<file path="src/rtl/pt_walker_pkg.sv">
// Package: shared entry bit positions, walk states and fault cause type
// for the two-level page table walker.
package pt_walker_pkg;

    // Bit positions inside a page entry; the walker decodes these.
    localparam int BIT_PRESENT  = 0;
    localparam int BIT_WRITABLE = 1;
    localparam int BIT_USER     = 2;
    localparam int BIT_ACCESSED = 5;
    localparam int BIT_DIRTY    = 6;
    localparam int BIT_LARGE    = 7;

    typedef enum logic [2:0] {
        ST_IDLE,
        ST_DIR_REQ,
        ST_DIR_WAIT,
        ST_TBL_REQ,
        ST_TBL_WAIT,
        ST_WB_REQ,
        ST_WB_WAIT,
        ST_DONE
    } walk_state_t;

    // Fault cause: bit 2 user denied, bit 1 write denied, bit 0 not present.
    typedef struct packed {
        logic user_denied;
        logic write_denied;
        logic absent;
    } fault_cause_t;

endpackage

</file>
<file path="src/rtl/pt_addr_gen.sv">
// Module: pt_addr_gen
// Forms the entry addresses and the physical results of a walk.
// Assumes the offset width equals the index width plus the log2 of the
// entry size, so that one frame holds exactly one table.
module pt_addr_gen #(
    parameter int IDX_W    = 10,
    parameter int WB_LOG2  = 2,
    localparam int OFF_W   = IDX_W + WB_LOG2,
    localparam int ADDR_W  = 2 * IDX_W + OFF_W
) (
    input  logic [ADDR_W-1:0] root,
    input  logic [ADDR_W-1:0] vaddr,
    input  logic [ADDR_W-1:0] dir_ent,
    input  logic [ADDR_W-1:0] leaf_ent,
    output logic [ADDR_W-1:0] dir_addr,
    output logic [ADDR_W-1:0] tbl_addr,
    output logic [ADDR_W-1:0] pa_small,
    output logic [ADDR_W-1:0] pa_large
);
    // Pure concatenation of frame numbers, indices and offsets.
    always_comb begin
        dir_addr = {root[ADDR_W-1:OFF_W], vaddr[ADDR_W-1 -: IDX_W], {WB_LOG2{1'b0}}};
        tbl_addr = {dir_ent[ADDR_W-1:OFF_W], vaddr[OFF_W+IDX_W-1:OFF_W], {WB_LOG2{1'b0}}};
        pa_small = {leaf_ent[ADDR_W-1:OFF_W], vaddr[OFF_W-1:0]};
        pa_large = {leaf_ent[ADDR_W-1:OFF_W+IDX_W], vaddr[OFF_W+IDX_W-1:0]};
    end
endmodule

</file>
<file path="src/rtl/pt_perm_check.sv">
// Module: pt_perm_check
// Combines the rights of the upper and final entries of a walk. For a large
// page the same entry is fed to both sides. Assumes presence was checked.
module pt_perm_check (
    input  logic upper_user,
    input  logic upper_wr,
    input  logic leaf_user,
    input  logic leaf_wr,
    input  logic is_user,
    input  logic is_write,
    input  logic wp_on,
    output logic user_denied,
    output logic write_denied
);
    logic both_user;
    logic both_wr;

    // Rights are the AND over levels; supervisor writes bypass read-only unless wp_on.
    always_comb begin
        both_user    = upper_user & leaf_user;
        both_wr      = upper_wr & leaf_wr;
        user_denied  = is_user & ~both_user;
        write_denied = is_write & ~both_wr & (is_user | wp_on);
    end
endmodule

</file>
<file path="src/rtl/pt_entry_update.sv">
// Module: pt_entry_update
// Produces the entry with the accessed flag (and optionally dirty) set,
// and reports whether the value differs from the one read.
module pt_entry_update
    import pt_walker_pkg::*;
#(
    parameter int ENT_W = 32
) (
    input  logic [ENT_W-1:0] ent_in,
    input  logic             set_dirty,
    output logic [ENT_W-1:0] ent_out,
    output logic             changed
);
    // OR in the flags; other bits, including software bits, pass through.
    always_comb begin
        ent_out               = ent_in;
        ent_out[BIT_ACCESSED] = 1'b1;
        if (set_dirty) begin
            ent_out[BIT_DIRTY] = 1'b1;
        end
        changed = (ent_out != ent_in);
    end
endmodule

</file>
<file path="src/rtl/pt_walker.sv">
// Module: pt_walker (top)
// Walks a two-level page structure for one request at a time: directory
// read, optional table read, write-back of changed entries, then a one-cycle
// done pulse. Assumes memory answers every request, reads and writes alike,
// with exactly one mem_resp_valid pulse at least one cycle later.
module pt_walker
    import pt_walker_pkg::*;
#(
    parameter int IDX_W    = 10,
    parameter int WB_LOG2  = 2,
    localparam int OFF_W   = IDX_W + WB_LOG2,
    localparam int ADDR_W  = 2 * IDX_W + OFF_W
) (
    input  logic              clk,
    input  logic              rst_n,
    input  logic [ADDR_W-1:0] root_base,
    input  logic              large_en,
    input  logic              wp_en,
    input  logic              req_valid,
    output logic              req_ready,
    input  logic [ADDR_W-1:0] req_vaddr,
    input  logic              req_write,
    input  logic              req_user,
    output logic              mem_req_valid,
    output logic              mem_req_write,
    output logic [ADDR_W-1:0] mem_req_addr,
    output logic [ADDR_W-1:0] mem_req_wdata,
    input  logic              mem_resp_valid,
    input  logic [ADDR_W-1:0] mem_resp_rdata,
    output logic              done_valid,
    output logic              done_fault,
    output logic [2:0]        done_cause,
    output logic [ADDR_W-1:0] done_paddr
);
    walk_state_t       state;
    logic [ADDR_W-1:0] root_q, va_q, dir_ent_q;
    logic [ADDR_W-1:0] leaf_addr_q, leaf_new_q, dir_new_q;
    logic              wr_q, usr_q, large_q, wp_q;
    logic              wb_leaf_q, wb_dir_q;
    fault_cause_t      cause_q;
    logic              fault_q;
    logic [ADDR_W-1:0] paddr_q;

    logic [ADDR_W-1:0] dir_addr, tbl_addr, pa_small, pa_large;
    logic [ADDR_W-1:0] leaf_upd, dir_upd;
    logic              leaf_chg, dir_chg;
    logic              user_denied, write_denied;
    logic              in_dir_wait, is_large, resp_present;
    logic [ADDR_W-1:0] upper_ent;

    // Select which entry plays the upper level for the permission check.
    always_comb begin
        in_dir_wait  = (state == ST_DIR_WAIT);
        upper_ent    = in_dir_wait ? mem_resp_rdata : dir_ent_q;
        is_large     = large_q & mem_resp_rdata[BIT_LARGE];
        resp_present = mem_resp_rdata[BIT_PRESENT];
    end

    pt_addr_gen #(.IDX_W(IDX_W), .WB_LOG2(WB_LOG2)) u_addr (
        .root     (root_q),
        .vaddr    (va_q),
        .dir_ent  (dir_ent_q),
        .leaf_ent (mem_resp_rdata),
        .dir_addr (dir_addr),
        .tbl_addr (tbl_addr),
        .pa_small (pa_small),
        .pa_large (pa_large)
    );

    pt_perm_check u_perm (
        .upper_user   (upper_ent[BIT_USER]),
        .upper_wr     (upper_ent[BIT_WRITABLE]),
        .leaf_user    (mem_resp_rdata[BIT_USER]),
        .leaf_wr      (mem_resp_rdata[BIT_WRITABLE]),
        .is_user      (usr_q),
        .is_write     (wr_q),
        .wp_on        (wp_q),
        .user_denied  (user_denied),
        .write_denied (write_denied)
    );

    pt_entry_update #(.ENT_W(ADDR_W)) u_leaf_upd (
        .ent_in    (mem_resp_rdata),
        .set_dirty (wr_q),
        .ent_out   (leaf_upd),
        .changed   (leaf_chg)
    );

    pt_entry_update #(.ENT_W(ADDR_W)) u_dir_upd (
        .ent_in    (dir_ent_q),
        .set_dirty (1'b0),
        .ent_out   (dir_upd),
        .changed   (dir_chg)
    );

    // Walk sequencer: captures the request, steps through reads and write-backs.
    always_ff @(posedge clk) begin
        if (!rst_n) begin
            state       <= ST_IDLE;
            root_q      <= '0;
            va_q        <= '0;
            dir_ent_q   <= '0;
            leaf_addr_q <= '0;
            leaf_new_q  <= '0;
            dir_new_q   <= '0;
            wr_q        <= 1'b0;
            usr_q       <= 1'b0;
            large_q     <= 1'b0;
            wp_q        <= 1'b0;
            wb_leaf_q   <= 1'b0;
            wb_dir_q    <= 1'b0;
            cause_q     <= '0;
            fault_q     <= 1'b0;
            paddr_q     <= '0;
        end else begin
            case (state)
                ST_IDLE: begin
                    if (req_valid) begin
                        root_q  <= root_base;
                        va_q    <= req_vaddr;
                        wr_q    <= req_write;
                        usr_q   <= req_user;
                        large_q <= large_en;
                        wp_q    <= wp_en;
                        fault_q <= 1'b0;
                        cause_q <= '0;
                        state   <= ST_DIR_REQ;
                    end
                end
                ST_DIR_REQ: state <= ST_DIR_WAIT;
                ST_DIR_WAIT: begin
                    if (mem_resp_valid) begin
                        dir_ent_q <= mem_resp_rdata;
                        if (!resp_present) begin
                            fault_q        <= 1'b1;
                            cause_q.absent <= 1'b1;
                            state          <= ST_DONE;
                        end else if (is_large) begin
                            if (user_denied || write_denied) begin
                                fault_q              <= 1'b1;
                                cause_q.user_denied  <= user_denied;
                                cause_q.write_denied <= write_denied;
                                state                <= ST_DONE;
                            end else begin
                                paddr_q     <= pa_large;
                                leaf_new_q  <= leaf_upd;
                                leaf_addr_q <= dir_addr;
                                wb_leaf_q   <= leaf_chg;
                                wb_dir_q    <= 1'b0;
                                state       <= leaf_chg ? ST_WB_REQ : ST_DONE;
                            end
                        end else begin
                            state <= ST_TBL_REQ;
                        end
                    end
                end
                ST_TBL_REQ: state <= ST_TBL_WAIT;
                ST_TBL_WAIT: begin
                    if (mem_resp_valid) begin
                        if (!resp_present) begin
                            fault_q        <= 1'b1;
                            cause_q.absent <= 1'b1;
                            state          <= ST_DONE;
                        end else if (user_denied || write_denied) begin
                            fault_q              <= 1'b1;
                            cause_q.user_denied  <= user_denied;
                            cause_q.write_denied <= write_denied;
                            state                <= ST_DONE;
                        end else begin
                            paddr_q     <= pa_small;
                            leaf_new_q  <= leaf_upd;
                            leaf_addr_q <= tbl_addr;
                            dir_new_q   <= dir_upd;
                            wb_leaf_q   <= leaf_chg;
                            wb_dir_q    <= dir_chg;
                            state       <= (leaf_chg || dir_chg) ? ST_WB_REQ : ST_DONE;
                        end
                    end
                end
                ST_WB_REQ: state <= ST_WB_WAIT;
                ST_WB_WAIT: begin
                    if (mem_resp_valid) begin
                        if (wb_leaf_q) begin
                            wb_leaf_q <= 1'b0;
                            state     <= wb_dir_q ? ST_WB_REQ : ST_DONE;
                        end else begin
                            wb_dir_q <= 1'b0;
                            state    <= ST_DONE;
                        end
                    end
                end
                default: state <= ST_IDLE;
            endcase
        end
    end

    // Memory port and result outputs decoded from the current state.
    always_comb begin
        req_ready     = (state == ST_IDLE);
        mem_req_valid = (state == ST_DIR_REQ) || (state == ST_TBL_REQ) || (state == ST_WB_REQ);
        mem_req_write = (state == ST_WB_REQ);
        mem_req_addr  = dir_addr;
        mem_req_wdata = '0;
        if (state == ST_TBL_REQ) begin
            mem_req_addr = tbl_addr;
        end else if (state == ST_WB_REQ) begin
            mem_req_addr  = wb_leaf_q ? leaf_addr_q : dir_addr;
            mem_req_wdata = wb_leaf_q ? leaf_new_q : dir_new_q;
        end
        done_valid = (state == ST_DONE);
        done_fault = fault_q;
        done_cause = cause_q;
        done_paddr = paddr_q;
    end

endmodule

</file>
<file path="config.mk">
export PLATFORM = sky130hd
export DESIGN_NAME = pt_walker
export DESIGN_NICKNAME = d
export VERILOG_FILES = /design/src/rtl/pt_walker_pkg.sv /design/src/rtl/pt_addr_gen.sv /design/src/rtl/pt_perm_check.sv /design/src/rtl/pt_entry_update.sv /design/src/rtl/pt_walker.sv
export SDC_FILE = /design/constraint.sdc
export NUM_CORES = 1
export LEC_CHECK = 0
export ABC_AREA = 1
export BUFFER_PORTS_ARGS = -buffer_cell sky130_fd_sc_hd__buf_2
export CAP_MARGIN = 20
export CORE_MARGIN = 5
export CORE_UTILIZATION = 35
export DETAILED_ROUTE_END_ITERATION = 10
export GPL_ROUTABILITY_DRIVEN = 0
export GPL_TIMING_DRIVEN = 0
export REMOVE_ABC_BUFFERS = 1
export SYNTH_ARGS = -nofsm -noshare
export SYNTH_HDL_FRONTEND = slang
export SYNTH_SLANG_ARGS = --single-unit
</file>
<file path="constraint.sdc">
create_clock -name clk -period 1.7 [get_ports clk]
set_input_delay 0.255 -clock clk [delete_from_list [all_inputs] [get_ports clk]]
set_output_delay 0.255 -clock clk [all_outputs]
set_load 0.005 [all_outputs]
</file>
==> metrics.md <==
| Metric | Value |
|---|---|
| Number of fill cells | 2,166 |
| Maximum vdd drop | 0.912 mV |
| Via-to-Cell Ratio | 5.42 |
| Worst skew pair latency | 530 ps |
| Clock tree sinks | 222 |
| Vias post-DR | 11.6k |
| First-pass GRT wire length | 62,200 microns |
| Antenna violations before repair | 0 |
| Final worst slack | -714 ps |
| WL/cell | 22.4 microns |
| Reg clk slew, reported paths | 70 ps |
| Metal2 WL | 22,500 microns |
| Initial Utilization | 0.354 |
| Yosys reg bits | 222 |
| Failing checks | negative setup slack |
| Final setup vio count | 287 |
| CTS tree | built |
| Num CTS Buffers | 25 |
| Core Region | 0.0269 sq mm |
| Main area contributors after synthesis | dfxtp_1 47%, nor2_1 14%, nand2_1 9.2%, o21ai_0 8.0%, a21oi_1 6.0% |
| Worst EP arrival | 2160 ps |
| Hold Crit Class | in2reg |
| Synth Cell Area | 0.00952 sq mm |
| Clk_skew | 12.1 ps |
| Post-DP HPWL | 18,000 microns |
| Max clock buf depth | 3 |
| Cells after Synth | 1,392 |
| H-tree levels | 1 |
| Drt drc | 0 |
| Hold Fails Final Rpt | 0 |
| Design Area, Final | 0.0168 sq mm |
| Largest net degree at the start of global routing | 112 |
| Unrepaired setup endpoints after global routing | yes |
| Post-synth EDFFs | 0 |
| Vias in the first global route | 10.6k |
| Pwr dens | 1760 mW/mm^2 |
| TritonRoute pass-1 iters | 6 |
| Final worst path period need | 2410 ps |
| Root buf cell | clkbuf_16 |
| Met1 WL | 19,300 microns |
| WL met3 | 4190 microns |
| Crit. End Element | output pin |
| Share of the synthesized area in the top cell type | 0.467 |
| Worst Path Class, Setup | reg2out |
| Crit path max fanout | 12 |
| Rel. slew slack | 0.320 |
| MaxCap Viol Count | 0 |
| Max layer used | met4 |
| Nets@finish | 1,893 |
| Worst Setup Start Kind | flip-flop |
| Syn. warnings | 0 |
| Highest Clock Rate | 414 MHz |
| Count of pins over their slew limit | 0 |
| Routed wire length | 48,100 microns |
| Global Route Usage Sum | 0.259 |
| Area Overhead vs Synth | 76.8% |
| Count of cell types in the netlist | 25 |
| N_diodes | 0 |
| Top-count cell post-synth | nor2_1 |
| Syn avg cell area | 6.84 sq um |
| Post-synth ARST share | 0 |
| Die area | 0.0306 sq mm |
| Row cnt | 60 |
| Sequential fraction of the synthesis area | 0.467 |
| Boundary pin count | 208 |
| Period utilisation layout | 1.42 |
| Layout cells sized above 1 | 0.415 |
| Total design power | 29.6 mW |
| Die W | 175 microns |
| Dominant synthesized flop cell | dfxtp_1 |
| Cell Area, Placed | 0.0108 sq mm |
| Leading area contributor after synthesis | dfxtp_1 |
| Pre-CTS setup slack | -1970 ps |
| CP required | 1440 ps |
| Port-buffer cells | 193 |
| Synth top cells by count | 361 x nor2_1, 234 x nand2_1, 222 x dfxtp_1 |
| Outcome | finished with violations |
| Total gr overflow | 0 |
| Worst slew pin tran | 1020 ps |
| Die height | 175 microns |
| Antenna Nets Post-Route | 0 |
| DR iter-0 viols | 1,151 |
| Setup TNS | -113,700 ps |
| Pleak | 7.41 nW |
[where the power goes]
group | leakage [nW] | switching [mW] | internal [mW]
Clock | 0.424 | 2.28 | 3.45
Combinational | 5.17 | 8.77 | 7.17
Sequential | 1.81 | 1.13 | 6.82
Total | 7.41 | 12.2 | 17.4
[path summary, 6_finish.rpt]
path	from	end	slack [ps]	depth (start not counted)
max	state[1]	mem_req_addr[24]	-710	9
min	req_vaddr[17]	va_q[17]	0.01	3
max reg2reg	state[0]	dir_new_q[22]	-670	19
min reg2reg	done_fault	done_fault	450	2
[cell families (layout without fill, tap and decap cells)]
kind of cell / after synthesis / count (layout) / synth area share
and+or+nand+nor: 623 / 635 / 0.253
AOI/OAI and AO/OA: 358 / 358 / 0.196
buffers and inverters: 188 / 591 / 0.0828
other: 1 / 2 / 0.000394
DFF: 222 / 222 / 0.467
[area by class of cell]
class / instances / area [sq um] / share of cell area
tap: 341 / 427 / 0.0254
inverter: 92 / 429 / 0.0255
sequential: 222 / 4460 / 0.265
timing repair buffer: 446 / 4440 / 0.264
clock buffer: 41 / 786 / 0.0467
clock inverter: 5 / 81.3 / 0.00483
multi-input combinational: 995 / 6120 / 0.364
timing repair inverter: 7 / 87.6 / 0.00520
[sequential cells by signal, indices dropped and copies added (netlist names)]
signal	count
wb_dir_q	1
leaf_new_q	31
leaf_addr_q	30
state	3
wb_leaf_q	1
wr_q	1
done_cause	3
dir_new_q	32
va_q	32
root_q	20
done_fault	1
usr_q	1
dir_ent_q	32
done_paddr	32
wp_q	1
large_q	1
[per-layer routing]
| metal | global-route usage | up-vias |
|---|---|---|
| met5 | 0 | - |
| met4 | 0.0736 | 0 |
| met3 | 0.0415 | 164 |
| met2 | 0.436 | 639 |
| met1 | 0.345 | 5539 |
| li1 | - | 5303 |
[worst max-delay path, cell delays in order, from the launching register on]
cell and delay, ps:
dfxtp_4 410, nor2_4 80, nand2_8 100, nor2_4 50, buf_6 120, clkinvlp_4 100, buf_6 200, nand2_1 90
a22oi_1 280, buf_2 210
[what timing repair did]
item	in CTS	in global routing
buffers inserted	97	51
pin swaps	37	136
gates cloned	31	23
hold buffers	78	0
endpoints found under the hold margin	91	0
gates resized for setup	243	406
setup endpoints to repair	287	266
[placed cells by master, fill, tap and decap left out, types with 6 or more instances in the layout]
cell type,instances
nor2_1,256
dfxtp_1,218
buf_2,191
nand2_1,170
o21ai_0,107
inv_1,79
dlygate4sd3_1,78
a21oi_1,77
o21ai_2,70
nor2_4,61
nor2_2,50
buf_4,49
buf_6,45
buf_12,40
clkbuf_16,39
nand2_2,34
nand2_4,32
a22oi_1,28
o21ai_1,24
a21oi_2,24
buf_16,18
a21oi_4,14
o21ai_4,11
nand2_8,11
clkbuf_8,10
buf_8,10
nand3_1,8
nand3_4,7
clkinvlp_4,6
clkbuf_1,6
[per-stage QoR]
stage / utilization / hold slack, ps / std cells
global placement: 0.390 / 440 / 1831
floorplan: - / 375 / 1297
CTS: 0.554 / 0.447 / 2094
finish: 0.626 / 0.0103 / 2149
detailed placement: 0.401 / 443 / 1842
global route: 0.626 / 6.16 / 2149
No activity file was read; power rests on OpenSTA's default activity.
